===== src/rtl/ibiu_pkg.sv =====
package ibiu_pkg;

  // region codes double as the one-hot bus select pattern
  typedef enum logic [2:0] {
    RG_NONE = 3'b000,
    RG_ROM  = 3'b001,
    RG_RAM  = 3'b010,
    RG_SFR  = 3'b100
  } region_e;

  typedef struct packed {
    region_e region;
    logic    is_ctl;
  } decode_t;

endpackage


===== src/rtl/ibiu_decode.sv =====
module ibiu_decode
  import ibiu_pkg::*;
#(
  parameter int unsigned ADDR_W   = 16,
  parameter int unsigned SFR_BASE = 'h0000,
  parameter int unsigned SFR_SIZE = 'h0080,
  parameter int unsigned RAM_BASE = 'h0080,
  parameter int unsigned RAM_SIZE = 'h0F80,
  parameter int unsigned ROM_BASE = 'h8000,
  parameter int unsigned ROM_SIZE = 'h8000,
  parameter int unsigned CTL_ADDR = 'h005F
) (
  input  logic [ADDR_W-1:0] addr,
  output decode_t           dec
);

  localparam int unsigned W = ADDR_W + 1;
  localparam int unsigned SFR_END = SFR_BASE + SFR_SIZE;
  localparam int unsigned RAM_END = RAM_BASE + RAM_SIZE;
  localparam int unsigned ROM_END = ROM_BASE + ROM_SIZE;

  localparam logic [W-1:0] SFR_LO = SFR_BASE[W-1:0];
  localparam logic [W-1:0] SFR_HI = SFR_END[W-1:0];
  localparam logic [W-1:0] RAM_LO = RAM_BASE[W-1:0];
  localparam logic [W-1:0] RAM_HI = RAM_END[W-1:0];
  localparam logic [W-1:0] ROM_LO = ROM_BASE[W-1:0];
  localparam logic [W-1:0] ROM_HI = ROM_END[W-1:0];
  localparam logic [ADDR_W-1:0] CTL_A = CTL_ADDR[ADDR_W-1:0];

  logic [W-1:0] a_ext;
  logic         hit_sfr, hit_ram, hit_rom;

  assign a_ext   = {1'b0, addr};
  assign hit_sfr = (a_ext >= SFR_LO) && (a_ext < SFR_HI);
  assign hit_ram = (a_ext >= RAM_LO) && (a_ext < RAM_HI);
  assign hit_rom = (a_ext >= ROM_LO) && (a_ext < ROM_HI);

  always_comb begin
    dec.is_ctl = (addr == CTL_A);
    if (dec.is_ctl || hit_sfr) dec.region = RG_SFR;
    else if (hit_ram)          dec.region = RG_RAM;
    else if (hit_rom)          dec.region = RG_ROM;
    else                       dec.region = RG_NONE;
  end

endmodule


===== src/rtl/ibiu_ctlreg.sv =====
module ibiu_ctlreg #(
  parameter int unsigned DATA_W  = 8,
  parameter int unsigned SEL_BIT = 7
) (
  input  logic              clk,
  input  logic              rst_n,
  input  logic              wr_en,
  input  logic              wr_bit,
  output logic              slow_q,
  output logic [DATA_W-1:0] rd_word
);

  always_ff @(posedge clk or negedge rst_n) begin
    if (!rst_n)     slow_q <= 1'b0;
    else if (wr_en) slow_q <= wr_bit;
  end

  // only the select position carries state; the rest read as zero
  for (genvar b = 0; b < DATA_W; b++) begin : g_rd
    if (b == SEL_BIT) begin : g_live
      assign rd_word[b] = slow_q;
    end else begin : g_zero
      assign rd_word[b] = 1'b0;
    end
  end

endmodule


===== src/rtl/ibiu_seq.sv =====
module ibiu_seq #(
  parameter int unsigned CNT_W = 2
) (
  input  logic             clk,
  input  logic             rst_n,
  input  logic             req,
  input  logic [CNT_W-1:0] len_in,
  output logic             accept,
  output logic             busy,
  output logic             last
);

  typedef enum logic {S_IDLE, S_BUSY} state_e;

  state_e           state_q;
  logic [CNT_W-1:0] cnt_q;
  logic [CNT_W-1:0] len_q;

  assign accept = (state_q == S_IDLE) && req;
  assign busy   = (state_q == S_BUSY);
  assign last   = busy && (cnt_q == len_q - CNT_W'(1));

  always_ff @(posedge clk or negedge rst_n) begin
    if (!rst_n) begin
      state_q <= S_IDLE;
      cnt_q   <= '0;
      len_q   <= '0;
    end else begin
      unique case (state_q)
        S_IDLE: if (req) begin
          state_q <= S_BUSY;
          cnt_q   <= '0;
          len_q   <= len_in;
        end
        S_BUSY: if (last) state_q <= S_IDLE;
                else      cnt_q   <= cnt_q + CNT_W'(1);
        default: state_q <= S_IDLE;
      endcase
    end
  end

endmodule


===== src/rtl/ibiu_top.sv =====
module ibiu_top
  import ibiu_pkg::*;
#(
  parameter int unsigned ADDR_W   = 16,
  parameter int unsigned DATA_W   = 8,
  parameter int unsigned FAST_CYC = 2,
  parameter int unsigned SLOW_CYC = 3,
  parameter int unsigned SFR_BASE = 'h0000,
  parameter int unsigned SFR_SIZE = 'h0080,
  parameter int unsigned RAM_BASE = 'h0080,
  parameter int unsigned RAM_SIZE = 'h0F80,
  parameter int unsigned ROM_BASE = 'h8000,
  parameter int unsigned ROM_SIZE = 'h8000,
  parameter int unsigned CTL_ADDR = 'h005F,
  parameter int unsigned SEL_BIT  = 7
) (
  input  logic              clk,
  input  logic              rst_n,
  input  logic              cpu_req,
  input  logic              cpu_we,
  input  logic [ADDR_W-1:0] cpu_addr,
  input  logic [DATA_W-1:0] cpu_wdata,
  output logic              cpu_ready,
  output logic [DATA_W-1:0] cpu_rdata,
  output logic [ADDR_W-1:0] bus_addr,
  output logic [DATA_W-1:0] bus_wdata,
  output logic              bus_we,
  output logic [2:0]        bus_sel,
  input  logic [DATA_W-1:0] bus_rdata
);

  localparam int unsigned CNT_W = $clog2(SLOW_CYC + 1);
  localparam logic [CNT_W-1:0] LEN_FAST = CNT_W'(FAST_CYC);
  localparam logic [CNT_W-1:0] LEN_SLOW = CNT_W'(SLOW_CYC);

  decode_t           dec_in;
  logic              accept, busy, last;
  logic              rom_slow;
  logic [DATA_W-1:0] ctl_word;
  logic [CNT_W-1:0]  len_sel;

  logic [ADDR_W-1:0] addr_q;
  logic [DATA_W-1:0] wbuf_q;
  logic [DATA_W-1:0] rbuf_q;
  logic              we_q;
  logic              ctl_q;
  region_e           region_q;

  logic [DATA_W-1:0] rd_mux;
  logic              ext_cyc;
  logic              ctl_wr;

  ibiu_decode #(
    .ADDR_W  (ADDR_W),
    .SFR_BASE(SFR_BASE), .SFR_SIZE(SFR_SIZE),
    .RAM_BASE(RAM_BASE), .RAM_SIZE(RAM_SIZE),
    .ROM_BASE(ROM_BASE), .ROM_SIZE(ROM_SIZE),
    .CTL_ADDR(CTL_ADDR)
  ) u_dec (
    .addr(cpu_addr),
    .dec (dec_in)
  );

  // length is frozen at acceptance; a later select change waits for the next transfer
  assign len_sel = (dec_in.region == RG_ROM && rom_slow) ? LEN_SLOW : LEN_FAST;

  ibiu_seq #(.CNT_W(CNT_W)) u_seq (
    .clk   (clk),
    .rst_n (rst_n),
    .req   (cpu_req),
    .len_in(len_sel),
    .accept(accept),
    .busy  (busy),
    .last  (last)
  );

  always_ff @(posedge clk or negedge rst_n) begin
    if (!rst_n) begin
      addr_q   <= '0;
      wbuf_q   <= '0;
      we_q     <= 1'b0;
      ctl_q    <= 1'b0;
      region_q <= RG_NONE;
    end else if (accept) begin
      addr_q   <= cpu_addr;
      wbuf_q   <= cpu_wdata;
      we_q     <= cpu_we;
      ctl_q    <= dec_in.is_ctl;
      region_q <= dec_in.region;
    end
  end

  assign ctl_wr = last && we_q && ctl_q;

  ibiu_ctlreg #(.DATA_W(DATA_W), .SEL_BIT(SEL_BIT)) u_ctl (
    .clk    (clk),
    .rst_n  (rst_n),
    .wr_en  (ctl_wr),
    .wr_bit (wbuf_q[SEL_BIT]),
    .slow_q (rom_slow),
    .rd_word(ctl_word)
  );

  always_comb begin
    if (ctl_q)                   rd_mux = ctl_word;
    else if (region_q == RG_NONE) rd_mux = '0;
    else                          rd_mux = bus_rdata;
  end

  always_ff @(posedge clk or negedge rst_n) begin
    if (!rst_n)              rbuf_q <= '0;
    else if (last && !we_q)  rbuf_q <= rd_mux;
  end

  assign ext_cyc   = busy && !ctl_q && (region_q != RG_NONE);
  assign bus_sel   = ext_cyc ? region_q : RG_NONE;
  assign bus_we    = ext_cyc && we_q && last;
  assign bus_addr  = addr_q;
  assign bus_wdata = wbuf_q;
  assign cpu_ready = last;
  assign cpu_rdata = (last && !we_q) ? rd_mux : rbuf_q;

endmodule


===== config.mk =====
export PLATFORM = sky130hd
export DESIGN_NAME = ibiu_top
export DESIGN_NICKNAME = d
export VERILOG_FILES = /design/src/rtl/ibiu_pkg.sv /design/src/rtl/ibiu_decode.sv /design/src/rtl/ibiu_ctlreg.sv /design/src/rtl/ibiu_seq.sv /design/src/rtl/ibiu_top.sv
export SDC_FILE = /design/constraint.sdc
export NUM_CORES = 1
export LEC_CHECK = 0
export BUFFER_PORTS_ARGS = -buffer_cell sky130_fd_sc_hd__buf_2
export CAP_MARGIN = 15
export CORE_MARGIN = 1.5
export CORE_UTILIZATION = 48
export DETAILED_ROUTE_END_ITERATION = 8
export PLACE_DENSITY_LB_ADDON = 0.3
export SLEW_MARGIN = 20
export SYNTH_ARGS = -nofsm -noshare
export SYNTH_HDL_FRONTEND = slang
export SYNTH_SLANG_ARGS = --single-unit

===== constraint.sdc =====
create_clock -name clk -period 2.3 [get_ports clk]
set_input_delay 0.345 -clock clk [delete_from_list [all_inputs] [get_ports clk]]
set_output_delay 0.345 -clock clk [all_outputs]
set_load 0.02 [all_outputs]

==> run metrics <==
status finished with violations; violated checks setup timing; synthesized area 1850 um^2; sequential share of the synthesized area 58.1%; P per Cell Area 1400 nW/um^2; FFs w/ async S/R, synth 100%; fin worst setup slack -20.2 ps; Int Power around 0.0023 W; clock sink total 43; ant diodes 0; filler cell count 273; dpl hpwl 2700 um; TritonCTS clock tree built; Yosys reg bits 43; gpl congestion 0.775; Fin Clk Skew 6.19 ps; Storage cell area 1080 um^2; CP Capture Type output pin; max-cap violation count 0; Routed WL per cell 13.9 um; P_sw ~0.0014 W; GRT overflow 0; clk_lat worst skew 290 ps; syn_area_per_cell about 13 um^2; Top FF cell, synth dfrtp_1; CTS clk-pin slew, worst paths 80 ps; Worst Hold Class input pin to flip-flop; GRT Util Overall 19.7%; fmax 431 MHz; Synth Net Count approximately 180; Worst path max stage delay between 400 and 500 ps; Slew Viols, Final 0; most frequent cells after synthesis 43 x dfrtp_1, 26 x mux2_2, 18 x nand2_1; Routed Antenna Nets 0; IO Count 73; Clk pwr share 15.5%; Initial Utilization 50.2%; most common cell in the netlist dfrtp_1; count of cell types in the netlist 31; Hold Vio Cnt, Final 0; Die Wd 65.1 um; largest net degree at the start of global routing 36; RSZ-0062 raised after global routing true; Comb power frac 50.8%; required time of the critical path 1960 ps; critical path type flip-flop to output pin; proportion of power drawn by flip-flops and latches between 30 and 40%; drt total wl approximately 4000 um; count of input and output buffers between 70 and 80; vias per cell ~5; Die H 65.1 um; DR vias ~1,400; Synth top area share 58.1%; clock tree buffer depth 2; Ys Warns 0; CP Launch Type flip-flop; r2r setup slk 260 ps; CP max-delay cell dfrtp_2; Multi-input gate area 761 um^2; Synth area leader dfrtp_1; CTS H-tree depth 2; vias in the first global route 1,379; min Tclk post-route 2320 ps; core area approximately 3700 um^2; Final period util 101%; layout cells sized above 1 58.3%; Relative slew margins 72.9%; switching share of total power 37.3%; Inserted Clock Buffers 5; VDD IR max 714 uV; crit-path max FO 5; Worst Path Arrival around 2000 ps; Mapped Cells approximately 150; final setup fails 2; Placement Rows 22; EDFF count, synth 0; largest cells by area after synthesis dfrtp_1 58%, mux2_2 16%, mux2i_1 4.9%; first-pass GRT wire length 6220 um; Least-Margin Pin Slew 406 ps; DRC violation count after routing 0; WHS 279 ps; DR pass1 iterations 4; clock root cell clkbuf_8; Syn-to-layout area delta 41.0%; crit-path cells xnor2_2 -> mux2i_2 -> and2b_2 -> buf_8 -> mux2i_1 -> buf_4; die area 4240 um^2; Static Leak around 1.3 nW; initial antenna violation count 0; Nets 276; DRT iter0 DRCs 35; final core utilization 70.8%
==> cell type report <==
class / count / share of cell area (%)
multi-input cells: 88 / 29.1
clock inverters: 2 / 1.44
well taps: 48 / 2.30
clock buffers: 5 / 2.64
repair buffers: 95 / 22.2
inverters: 7 / 1.01
flip-flops and latches: 43 / 41.3
==> cells in the final DEF, fill, tap and decap left out, drive strengths merged <==
master	count
a22o	2
and2	3
and2b	1
and3	1
and4b	1
buf	94
bufinv	1
clkbuf	5
clkinvlp	1
dfrtp	43
dlygate4sd3	1
inv	7
maj3	1
mux2	27
mux2i	10
nand2	18
nand2b	3
nand3	2
nand3b	4
nand4	1
nor2	3
nor2b	1
nor3	1
nor4	1
o21ai	4
o31ai	1
or3b	1
or4	1
xnor2	1
==> state kept, by name, summed over array words and instances (netlist names) <==
register / flops
bus_addr: 16
bus_wdata: 8
ctl_q: 1
rbuf_q: 8
region_q: 3
u_ctl.slow_q: 1
u_seq.busy: 1
u_seq.cnt_q: 2
u_seq.len_q: 2
we_q: 1
==> power by group through the flow <==
stage                     Clock [W]  Combinational [W]  Sequential, W
after floorplan                   0           0.000737        0.00148
after global placement            0            0.00145        0.00123
after detailed placement          0            0.00148        0.00124
after CTS                  0.000582            0.00162        0.00123
after global routing       0.000618            0.00197        0.00127
final                      0.000565            0.00185        0.00123
==> routing by layer <==
layer	GRT usage, %	part of all wire [%]	vias up
met5	0	0	-
met4	8.59	1.5	0
met3	5.65	6.0	8
met2	32.9	49	44
met1	23.8	43	672
li1	-	-	679
==> critical path, delay by kind of cell (launching register included) <==
family | cells | cell delay, ps
flip-flops | 1 | 430
multiplexers | 2 | 480
XOR/XNOR | 1 | 210
buffers and inverters | 2 | 340
AND/OR/NAND/NOR | 1 | 230
==> through the flow <==
| step | TNS [ps] | instance area [um^2] | total power [W] | cells | setup slack (ps) |
|---|---|---|---|---|---|
| finish | -29.4 | 2610 | 0.00365 | 288 | -20.2 |
| global route | -657 | 2610 | 0.00385 | 288 | -121 |
| CTS | 0 | 2480 | 0.00343 | 282 | 0.854 |
| detailed placement | 0 | 2280 | 0.00271 | 265 | 102 |
| global placement | 0 | 2280 | 0.00268 | 265 | 202 |
| floorplan | 0 | 1850 | 0.00222 | 145 | 79.8 |
==> repair_timing <==
action | in CTS | in global routing
hold buffers | 1 | 0
resized for setup | 7 | 18
buffers inserted | 9 | 6
endpoints found under the hold margin | 10 | 0
pin swaps | 1 | 1
setup endpoints to repair | 8 | 8
==> cell families (layout without fill, tap and decap cells) <==
logic type | after synthesis | count (layout) | synth area share [%]
simple gates | 42 | 42 | 12.0
buf+inv | 14 | 109 | 3.72
xor+xnor | 1 | 1 | 0.879
compound gates | 7 | 7 | 2.50
mux | 37 | 37 | 22.2
flops | 43 | 43 | 58.1
fa+ha+maj | 1 | 1 | 0.541
==> path summary, 6_finish.rpt <==
check | startpoint | end | cells after the start
worst max register to register | u_seq.cnt_q[1] | rbuf_q[3] | 10
worst min register to register | bus_addr[15] | bus_addr[15] | 2
worst min-delay path | cpu_wdata[6] | bus_wdata[6] | 2
min in group asynchronous | rst_n | rbuf_q[7] | 2
worst max-delay path | u_seq.cnt_q[1] | cpu_rdata[5] | 6
max in group asynchronous | rst_n | bus_addr[9] | 3
Note: power is estimated with default switching activity, not from simulation.
